## src/rtl/ext_area_bus_ctl.sv

```systemverilog
module ext_area_bus_ctl #(
  parameter int AW    = 24,
  parameter int DW    = 16,
  parameter int NAREA = 8,
  parameter int WAITW = 2
) (
  input  logic                     clk,
  input  logic                     rst_n,
  input  logic                     cfg_we,
  input  logic [$clog2(NAREA)-1:0] cfg_area,
  input  logic                     cfg_wide,
  input  logic                     cfg_three,
  input  logic [WAITW-1:0]         cfg_wait,
  input  logic                     req_start,
  input  logic [AW-1:0]            req_addr,
  input  logic                     req_write,
  input  logic                     req_word,
  input  logic [DW-1:0]            req_wdata,
  output logic                     busy,
  output logic                     rdy,
  output logic [DW-1:0]            rdata,
  output logic [AW-1:0]            ext_addr,
  output logic [NAREA-1:0]         ext_cs_n,
  output logic                     ext_rd_n,
  output logic                     ext_wr_n,
  output logic [DW-1:0]            ext_dout,
  input  logic [DW-1:0]            ext_din
);
  localparam int AREA_W = $clog2(NAREA);
  localparam int BW     = DW / 2;
  localparam int MAXLEN = (1 << WAITW) + 2;
  localparam int CW     = $clog2(MAXLEN + 1);

  typedef enum logic [1:0] {S_IDLE, S_RUN, S_DONE} st_t;

  logic [NAREA-1:0] wide_r, three_r;
  logic [WAITW-1:0] wait_r [NAREA];

  always_ff @(posedge clk or negedge rst_n) begin
    if (!rst_n) begin
      wide_r  <= '1;
      three_r <= '1;
      for (int i = 0; i < NAREA; i++) wait_r[i] <= '1;
    end else if (cfg_we) begin
      wide_r[cfg_area]  <= cfg_wide;
      three_r[cfg_area] <= cfg_three;
      wait_r[cfg_area]  <= cfg_wait;
    end
  end

  st_t             st_q;
  logic [AW-1:0]   a_q;
  logic [DW-1:0]   wd_q;
  logic            wr_q, word_q, wide_a, three_a, half_q;
  logic [WAITW-1:0] wt_a;
  logic [CW-1:0]   ph_q;

  wire [AREA_W-1:0] req_area = req_addr[AW-1 -: AREA_W];
  wire [AREA_W-1:0] cur_area = a_q[AW-1 -: AREA_W];
  wire [CW-1:0]     last_ph  = three_a ? CW'(2) + CW'(wt_a) : CW'(1);
  wire              split    = word_q && !wide_a;
  wire              run      = (st_q == S_RUN);
  wire              strobe   = run && (!three_a || ph_q != '0);

  wire [BW-1:0] lo_in = ext_din[BW-1:0];
  wire [BW-1:0] hi_in = ext_din[DW-1:BW];
  wire [BW-1:0] rbyte = (!wide_a || a_q[0]) ? lo_in : hi_in;

  always_ff @(posedge clk or negedge rst_n) begin
    if (!rst_n) begin
      st_q    <= S_IDLE;
      a_q     <= '0;
      wd_q    <= '0;
      wr_q    <= 1'b0;
      word_q  <= 1'b0;
      wide_a  <= 1'b1;
      three_a <= 1'b1;
      wt_a    <= '0;
      half_q  <= 1'b0;
      ph_q    <= '0;
      rdata   <= '0;
    end else begin
      case (st_q)
        S_IDLE: if (req_start) begin
          a_q     <= req_addr;
          wd_q    <= req_wdata;
          wr_q    <= req_write;
          word_q  <= req_word;
          wide_a  <= wide_r[req_area];
          three_a <= three_r[req_area];
          wt_a    <= wait_r[req_area];
          half_q  <= 1'b0;
          ph_q    <= '0;
          st_q    <= S_RUN;
        end
        S_RUN: if (ph_q == last_ph) begin
          if (!wr_q) begin
            if (word_q && wide_a)  rdata <= ext_din;
            else if (split) begin
              if (!half_q) rdata[DW-1:BW] <= lo_in;
              else         rdata[BW-1:0]  <= lo_in;
            end else       rdata <= {{BW{1'b0}}, rbyte};
          end
          if (split && !half_q) begin
            half_q <= 1'b1;
            ph_q   <= '0;
          end else begin
            st_q <= S_DONE;
          end
        end else begin
          ph_q <= ph_q + CW'(1);
        end
        default: st_q <= S_IDLE;
      endcase
    end
  end

  assign busy     = (st_q != S_IDLE);
  assign rdy      = (st_q == S_DONE);
  assign ext_rd_n = !(strobe && !wr_q);
  assign ext_wr_n = !(strobe && wr_q);
  assign ext_addr = {a_q[AW-1:1], word_q ? (!wide_a && half_q) : a_q[0]};

  wire [BW-1:0] wbyte = !word_q ? wd_q[BW-1:0] :
                        (half_q ? wd_q[BW-1:0] : wd_q[DW-1:BW]);
  assign ext_dout = (word_q && wide_a) ? wd_q : {wbyte, wbyte};

  for (genvar g = 0; g < NAREA; g++) begin : g_cs
    assign ext_cs_n[g] = !(run && cur_area == AREA_W'(g));
  end
endmodule


```

## config.mk

```make
export PLATFORM = sky130hd
export DESIGN_NAME = ext_area_bus_ctl
export DESIGN_NICKNAME = d
export VERILOG_FILES = /design/src/rtl/ext_area_bus_ctl.sv
export SDC_FILE = /design/constraint.sdc
export NUM_CORES = 1
export LEC_CHECK = 0
export ABC_AREA = 1
export BUFFER_PORTS_ARGS = -buffer_cell sky130_fd_sc_hd__buf_2
export CAP_MARGIN = 20
export CORE_ASPECT_RATIO = 0.8
export CORE_MARGIN = 8
export CORE_UTILIZATION = 36
export DETAILED_ROUTE_END_ITERATION = 7
export PLACE_DENSITY = 0.58
export SLEW_MARGIN = 5
export SYNTH_ARGS = -nofsm -noshare
export SYNTH_HDL_FRONTEND = slang
export SYNTH_SLANG_ARGS = --single-unit
export TNS_END_PERCENT = 100
```

## constraint.sdc

```tcl
create_clock -name clk -period 3.4 [get_ports clk]
set_input_delay 0.34 -clock clk [delete_from_list [all_inputs] [get_ports clk]]
set_output_delay 0.34 -clock clk [all_outputs]
set_load 0.03 [all_outputs]
```

==> metrics.md, run 1 <==
| Metric | Value |
|---|---|
| Status | complete, no violations |
| Die Wd | 147.5 um |
| RSZ-0062 raised after global routing | false |
| GRT Util Overall | 0.1496 |
| Crit-path max FO | 22 |
| Post-Syn Nets | a little over 700 |
| Cells after synthesis | 634 |
| Remaining DRCs | 0 |
| Distinct cells, synth | 25 |
| ANT cells | 0 |
| H-tree depth | 3 |
| CP peak stage delay | 0.66 ns |
| Sequential area share after synthesis | 0.5108 |
| Starting Density | 0.3677 |
| Clock root buffer | clkbuf_16 |
| Largest net degree at the start of global routing | 60 |
| DP Wirelength | 9918 um |
| Final instance area | about 0.0059 sq mm |
| F_max | 0.4207 GHz |
| # IOs | 137 |
| ANT nets after route | 0 |
| Final worst-path cycle share | 0.6992 |
| Post-CTS Setup Bufs | 0 |
| Gp weighted congestion | about 0.84 |
| Seq cells post-synth | 100 |
| Final setup violation count | 0 |
| Die H | ~120 um |
| Slew @ Worst Pin | roughly 0.66 ns |
| Row cnt | 38 |
| Worst r2r src | three_a$_DFFE_PN1P_ |
| Fin crit period | 2.377 ns |
| PostCTS Resize Cnt | 0 |
| Worst setup path class | reg2out |
| TritonCTS Buffers | 9 |
| NumNets Final | a little over 800 |
| First-pass iteration count of the detailed router | 4 |
| Power consumption | 0.005912 W |
| Total number of yosys warnings | 0 |
| Core Area | ~0.014 sq mm |
| Vias | 4446 |
| Fillers | about 1.4k |
| Mean Syn Cell Area | a little under 8 sq um |
| Worst-Skew Late Latency | approximately 0.34 ns |
| Req. time, crit path | 3.06 ns |
| First-pass GRT wire length | about 22000 um |
| Synth-to-layout area growth | 18.68% |
| CP Buf/Inv Count | 1 |
| Flop-to-flop setup slack | between 1.5 and 2 ns |
| Placed Area | 0.005642 sq mm |
| CTS Buffer Depth | 2 |
| Number of max-cap violations | 0 |
| Cell-by-cell listing of the critical path | nand2_1 -> o211ai_1 -> o21ai_0 -> buf_2 |
| Final Max Slew Viols | 0 |
| Hold-fix buffers, CTS | 0 |
| DR iter-0 viols | 299 |
| CTS tree | yes |
| Synth Cell Area | around 0.005 sq mm |
| Post-route setup TNS | 0 ns |
| Worst r2r dst | rdata[6]$_DFFE_PN0P_ |
| Antenna violations before repair | 1 |
| Layout Skew | 0.004320 ns |
| WP data arrival | 2.04 ns |
| Total Wirelength | around 13000 um |
| Final hold vios | 0 |
| Crit path max-delay cell type | dfstp_2 |
| # clock sinks | 100 |
| Power per cell area | 999.8 mW/mm^2 |
| Slew HR | 0.5574 |
| Worst Setup End Kind | output port |
| Overflow after GRT | 0 |
| Layout cells sized above 1 | 0.2725 |
| Vias in the first global route | between 4k and 5k |
| Pleak | between 3 and 4 nW |
| Vias per cell | between 4 and 5 |
| Port Buffer Count | around 140 |
| Detailed-route wire length per cell | 14.39 um |
| Reg clk slew, reported paths | ~0.060 ns |
| Hold Crit Class | in2async |
| Crit-path leading delay family | flip-flops |
| FF-to-FF path depth | 7 |
| Full die area | about 0.018 sq mm |
| Maximum VDD drop | about 0.44 mV |
| Startpoint types | flip-flop |
[how the worst max path moves through the flow]
| stage | startpoint | endpoint | slack, ns | depth (start not counted) |
|---|---|---|---|---|
| floorplan | wide_a$_DFFE_PN1P_ | ext_dout[0] | 1.58 | 3 |
| global route | wide_a$_DFFE_PN1P_ | ext_dout[1] | 0.87 | 4 |
| global placement | wide_a$_DFFE_PN1P_ | ext_dout[5] | 1.49 | 4 |
| detailed placement | wide_a$_DFFE_PN1P_ | ext_dout[1] | 1.41 | 4 |
| CTS | wide_a$_DFFE_PN1P_ | ext_dout[1] | 1.04 | 4 |
| finish | wide_a$_DFFE_PN1P_ | ext_dout[3] | 1.02 | 4 |
[state kept, by name (all words and copies together), names as in the netlist]
signal / count
wt_a: 2
wait_r: 16
three_a: 1
wr_q: 1
ph_q: 3
wide_r: 8
word_q: 1
st_q: 2
three_r: 8
a_q: 24
wide_a: 1
half_q: 1
rdata: 16
wd_q: 16
[where the power goes]
part           internal, W  switching, W  total (W)  leakage [nW]
Clock             0.000519      0.000429   0.000948         0.130
Sequential         0.00170      0.000297    0.00200          1.18
Combinational     0.000813       0.00215    0.00296          1.78
[cells by family after synthesis]
| family | after synthesis | synth area share |
|---|---|---|
| AND/OR/NAND/NOR | 321 | 0.2639 |
| buffers and inverters | 100 | 0.09995 |
| AO/OA/AOI/OAI | 110 | 0.1185 |
| flip-flops | 100 | 0.5108 |
| adder cells (fa/ha/maj) | 2 | 0.005022 |
| XOR/XNOR | 1 | 0.001758 |
[placed cells by master (no fill, tap or decap), types with 5 or more instances in the layout]
| cell | synthesis | layout |
|---|---|---|
| a21oi_1 | 5 | 5 |
| buf_2 | 11 | 135 |
| buf_4 | 25 | 7 |
| clkbuf_16 | 0 | 9 |
| dfrtp_1 | 66 | 66 |
| dfstp_2 | 34 | 34 |
| inv_1 | 50 | 50 |
| nand2_1 | 229 | 229 |
| nand2_2 | 5 | 5 |
| nand3_1 | 36 | 36 |
| nand4_1 | 9 | 9 |
| nor2_1 | 37 | 37 |
| o211ai_1 | 12 | 12 |
| o21ai_0 | 86 | 86 |
| o22ai_1 | 5 | 5 |
[cell usage after synthesis]
library cell	number	share of area
o21ai_0	86	0.086
a21oi_1	5	0.0050
dfrtp_1	66	0.33
nand3_2	1	0.0020
dfstp_2	34	0.18
inv_1	50	0.038
buf_4	25	0.038
nor2_1	37	0.028
nand4_1	9	0.011
nand2_1	229	0.17
nor2_4	2	0.0045
nand2_2	5	0.0063
buf_2	11	0.011
clkbuf_1	9	0.0068
o211ai_1	12	0.018
o22ai_1	5	0.0063
buf_6	2	0.0045
nand3_1	36	0.036
xor2_1	1	0.0018
inv_2	3	0.0023
nor3_2	1	0.0020
o21ai_1	1	0.0010
ha_1	2	0.0050
nor2_2	1	0.0013
o21ai_2	1	0.0018
[metrics by stage]
step	setup slack, ns	instances	hold slack (ns)	util
global placement	1.495	909	0.4106	0.4163
CTS	1.037	925	0.04201	0.4364
global route	0.8711	925	0.06585	0.4364
finish	1.023	925	0.02453	0.4364
floorplan	1.578	634	0.04441	-
detailed placement	1.408	909	0.4196	0.4163
[per-layer routing]
metal  GRT usage  up-vias  wire [um]
met1      0.1978     2046       6297
met2      0.2320      166       5897
met4     0.03497        2        119
met5           0        -         13
li1            -     2216          -
met3     0.05143       16        980
[final cells by class]
cell class | instances | area, sq um | share of cell area
clock buffers | 13 | 250.2 | 0.04232
repair buffers | 142 | 728.2 | 0.1231
multi-input cells | 434 | 1944 | 0.3288
well taps | 180 | 225.2 | 0.03809
flip-flops and latches | 100 | 2545 | 0.4304
inverters | 53 | 198.9 | 0.03364
clock inverters | 3 | 21.27 | 0.003597
No activity file was read; power rests on OpenSTA's default activity.
==> inputs of run 2 (changes only) <==
- PLACE_DENSITY: 0.58 -> 0.61
- clock period: 3.4 -> 2 ns (I/O delays scaled with it)
==> run 2 against run 1 <==
Against the previous run:
- die area unchanged
- largest power group unchanged
- sequential power up 69%
- clock-buffer cell count down 2
- combinational power up 75%
- final area up 1.5%
- global-route usage up 0.80 points
- first-iteration DRC count up 47%
- core utilization up 0.65 points
- critical path type unchanged
- highest routed layer is now met4
- largest cell class unchanged
==> metrics.md, run 2 (synthesized netlist as in run 1, its figures left out) <==
| Metric | Value |
|---|---|
| Overflow after GRT | 0 |
| CTS Buffer Depth | 2 |
| Multi-input gate area | 0.001954 sq mm |
| F_max | between 0.5 and 0.6 GHz |
| Pleak | ~3.1 nW |
| ANT nets after route | 0 |
| Detailed-route wire length per cell | approximately 15 um |
| Worst-Skew Late Latency | about 0.35 ns |
| Crit-path leading delay family | flip-flops |
| Most Crowded Layer GR | met2 |
| Final worst-path cycle share | 0.9240 |
| Fin crit period | 1.848 ns |
| Reg power frac | 0.330 |
| GRT Util Overall | 0.1576 |
| Row cnt | 38 |
| Global Route met1 Usage | 0.2096 |
| Hold Crit Class | in2reg |
| Core Area | 0.01355 sq mm |
| Most frequent cells in the layout | 229 x nand2_1, 135 x buf_2, 86 x o21ai_0 |
| DR iter-0 viols | between 400 and 500 |
| RSZ-0062 raised after global routing | false |
| # IOs | between 100 and 150 |
| WP data arrival | roughly 1.7 ns |
| Worst setup path class | reg2out |
| Combinational power share | 0.504 |
| Die Wd | about 150 um |
| Gp weighted congestion | 0.8592 |
| Worst r2r src | wide_a$_DFFE_PN1P_ |
| ANT cells | 0 |
| First-pass iteration count of the detailed router | 5 |
| Post-route setup TNS | 0 ns |
| Non-Filler Instances | 931 |
| Full die area | around 0.018 sq mm |
| Clock root buffer | clkbuf_16 |
| Clock network power share | 0.166 |
| Number of cells after detailed placement | between 900 and 1k |
| DP Wirelength | 10420 um |
| Number of max-cap violations | 0 |
| Cell internal pwr | approximately 0.0053 W |
| CP peak stage delay | between 0.5 and 0.6 ns |
| Slew HR | 0.6587 |
| NumNets Final | about 820 |
| Power per cell area | 1712 mW/mm^2 |
| Largest register by flop count | a_q |
| Final setup violation count | 0 |
| H-tree depth | 3 |
| Final Max Slew Viols | 0 |
| Reg clk slew, reported paths | around 0.07 ns |
| Layout cells sized above 1 | 0.2810 |
| Largest net degree at the start of global routing | 57 |
| Maximum VDD drop | 0.8103 mV |
| First-pass GRT wire length | about 23000 um |
| Final hold vios | 0 |
| Vias per cell | 4.813 |
| TritonCTS Buffers | 9 |
| Die H | about 120 um |
| Most common cell after layout, fill and taps aside | nand2_1 |
| Port Buffer Count | 136 |
| Largest register FFs | 24 |
| CP Buf/Inv Count | 2 |
| Remaining DRCs | 0 |
| Cell-by-cell listing of the critical path | nand2_1 -> buf_6 -> o211ai_1 -> o21ai_0 -> buf_2 |
| Vias | roughly 4.5k |
| Register area | between 0.002 and 0.003 sq mm |
| Fillers | roughly 1.4k |
| NetSw | roughly 0.005 W |
| Total Wirelength | between 10000 and 15000 um |
| Vias in the first global route | 4612 |
| # clock sinks | 100 |
| Met2 Usage GRT | 0.2397 |
| Antenna violations before repair | 0 |
| Synth-to-layout area growth | 20.44% |
| Slew @ Worst Pin | ~0.51 ns |
| Startpoint types | flip-flop |
| Status | complete, no violations |
| Starting Density | 0.3677 |
| Crit-path max FO | 16 |
| Crit path from | wide_a$_DFFE_PN1P_ |
| Layout Skew | 0.008262 ns |
| Crit path max-delay cell type | dfstp_2 |
| CTS tree | yes |
| Hold Startpoint | req_wdata[15] |
| Worst Setup End Kind | output port |
| Sw Ratio | 0.4817 |
| Req. time, crit path | ~1.8 ns |
| Met3 Use GR | 0.04883 |
-- run 2: cell types whose count changed in the layout (fill, tap and decap cells not counted), sizes merged --
| cell | delta |
|---|---|
| buf | +5 |
| clkbuf | -2 |
| clkinv | +2 |
| bufinv | +1 |
| dlygate4sd3 | +1 |
| inv | -1 |
-- run 2: layout make-up --
cell class | instances | share of cell area
well taps | 180 | 0.03753
clock inverters | 5 | 0.008757
multi-input cells | 434 | 0.3257
flip-flops and latches | 100 | 0.4241
inverters | 53 | 0.03315
repair buffers | 148 | 0.1320
clock buffers | 11 | 0.03878
-- run 2: worst paths after layout --
kind                                         to  slack, ns  cells past startpoint
min in group asynchronous   a_q[14]$_DFFE_PN0P_       0.32                      2
max in group asynchronous    wide_a$_DFFE_PN1P_       1.02                      3
min reg2reg                 a_q[10]$_DFFE_PN0P_       0.47                      2
min                        wd_q[15]$_DFFE_PN0P_       0.05                      3
max                                 ext_dout[5]       0.15                      5
max reg2reg                rdata[4]$_DFFE_PN0P_       0.27                      8
-- run 2: power groups by stage --
stage	combinational, W	sequential, W	clock, W
5_1_grt	0.00573	0.00349	0.00185
2_1_floorplan	0.00381	0.00357	0
3_3_place_gp	0.00506	0.00341	0
6_report	0.00518	0.00339	0.00171
3_5_place_dp	0.00517	0.00343	0
4_1_cts	0.00522	0.00339	0.00177
-- run 2: per-stage QoR --
| stage | util | area, sq um | worst slack [ns] | total power, W | hold WS [ns] |
|---|---|---|---|---|---|
| after floorplan | - | 4982 | 0.3182 | 0.007375 | -0.09559 |
| after global placement | 0.4195 | 5684 | 0.3536 | 0.008475 | 0.1505 |
| after global routing | 0.4428 | 6001 | 0.01120 | 0.01107 | 0.04333 |
| final | 0.4428 | 6001 | 0.1520 | 0.01028 | 0.04695 |
| after CTS | 0.4420 | 5989 | 0.1140 | 0.01038 | 0.03325 |
| after detailed placement | 0.4195 | 5684 | 0.3030 | 0.008601 | 0.1538 |
-- run 2: tightest hold or removal path, stage by stage --
cell     delay (ns)
buf_2          0.07
nand2_1        0.04
nand2_1        0.05
-- run 2: timing repair --
item                                   CTS  global route
endpoints found under the hold margin   16             0
setup buffers                            1             0
gates cloned                             0             0
resized for setup                        1             3
hold buffers                             1             0
setup endpoints to repair               20             5
-- run 2: metal layers --
layer | part of all wire | up-vias
met2 | 0.44 | 160
met1 | 0.47 | 2072
met4 | 0.016 | 0
met5 | 0 | -
met3 | 0.074 | 20
li1 | - | 2229
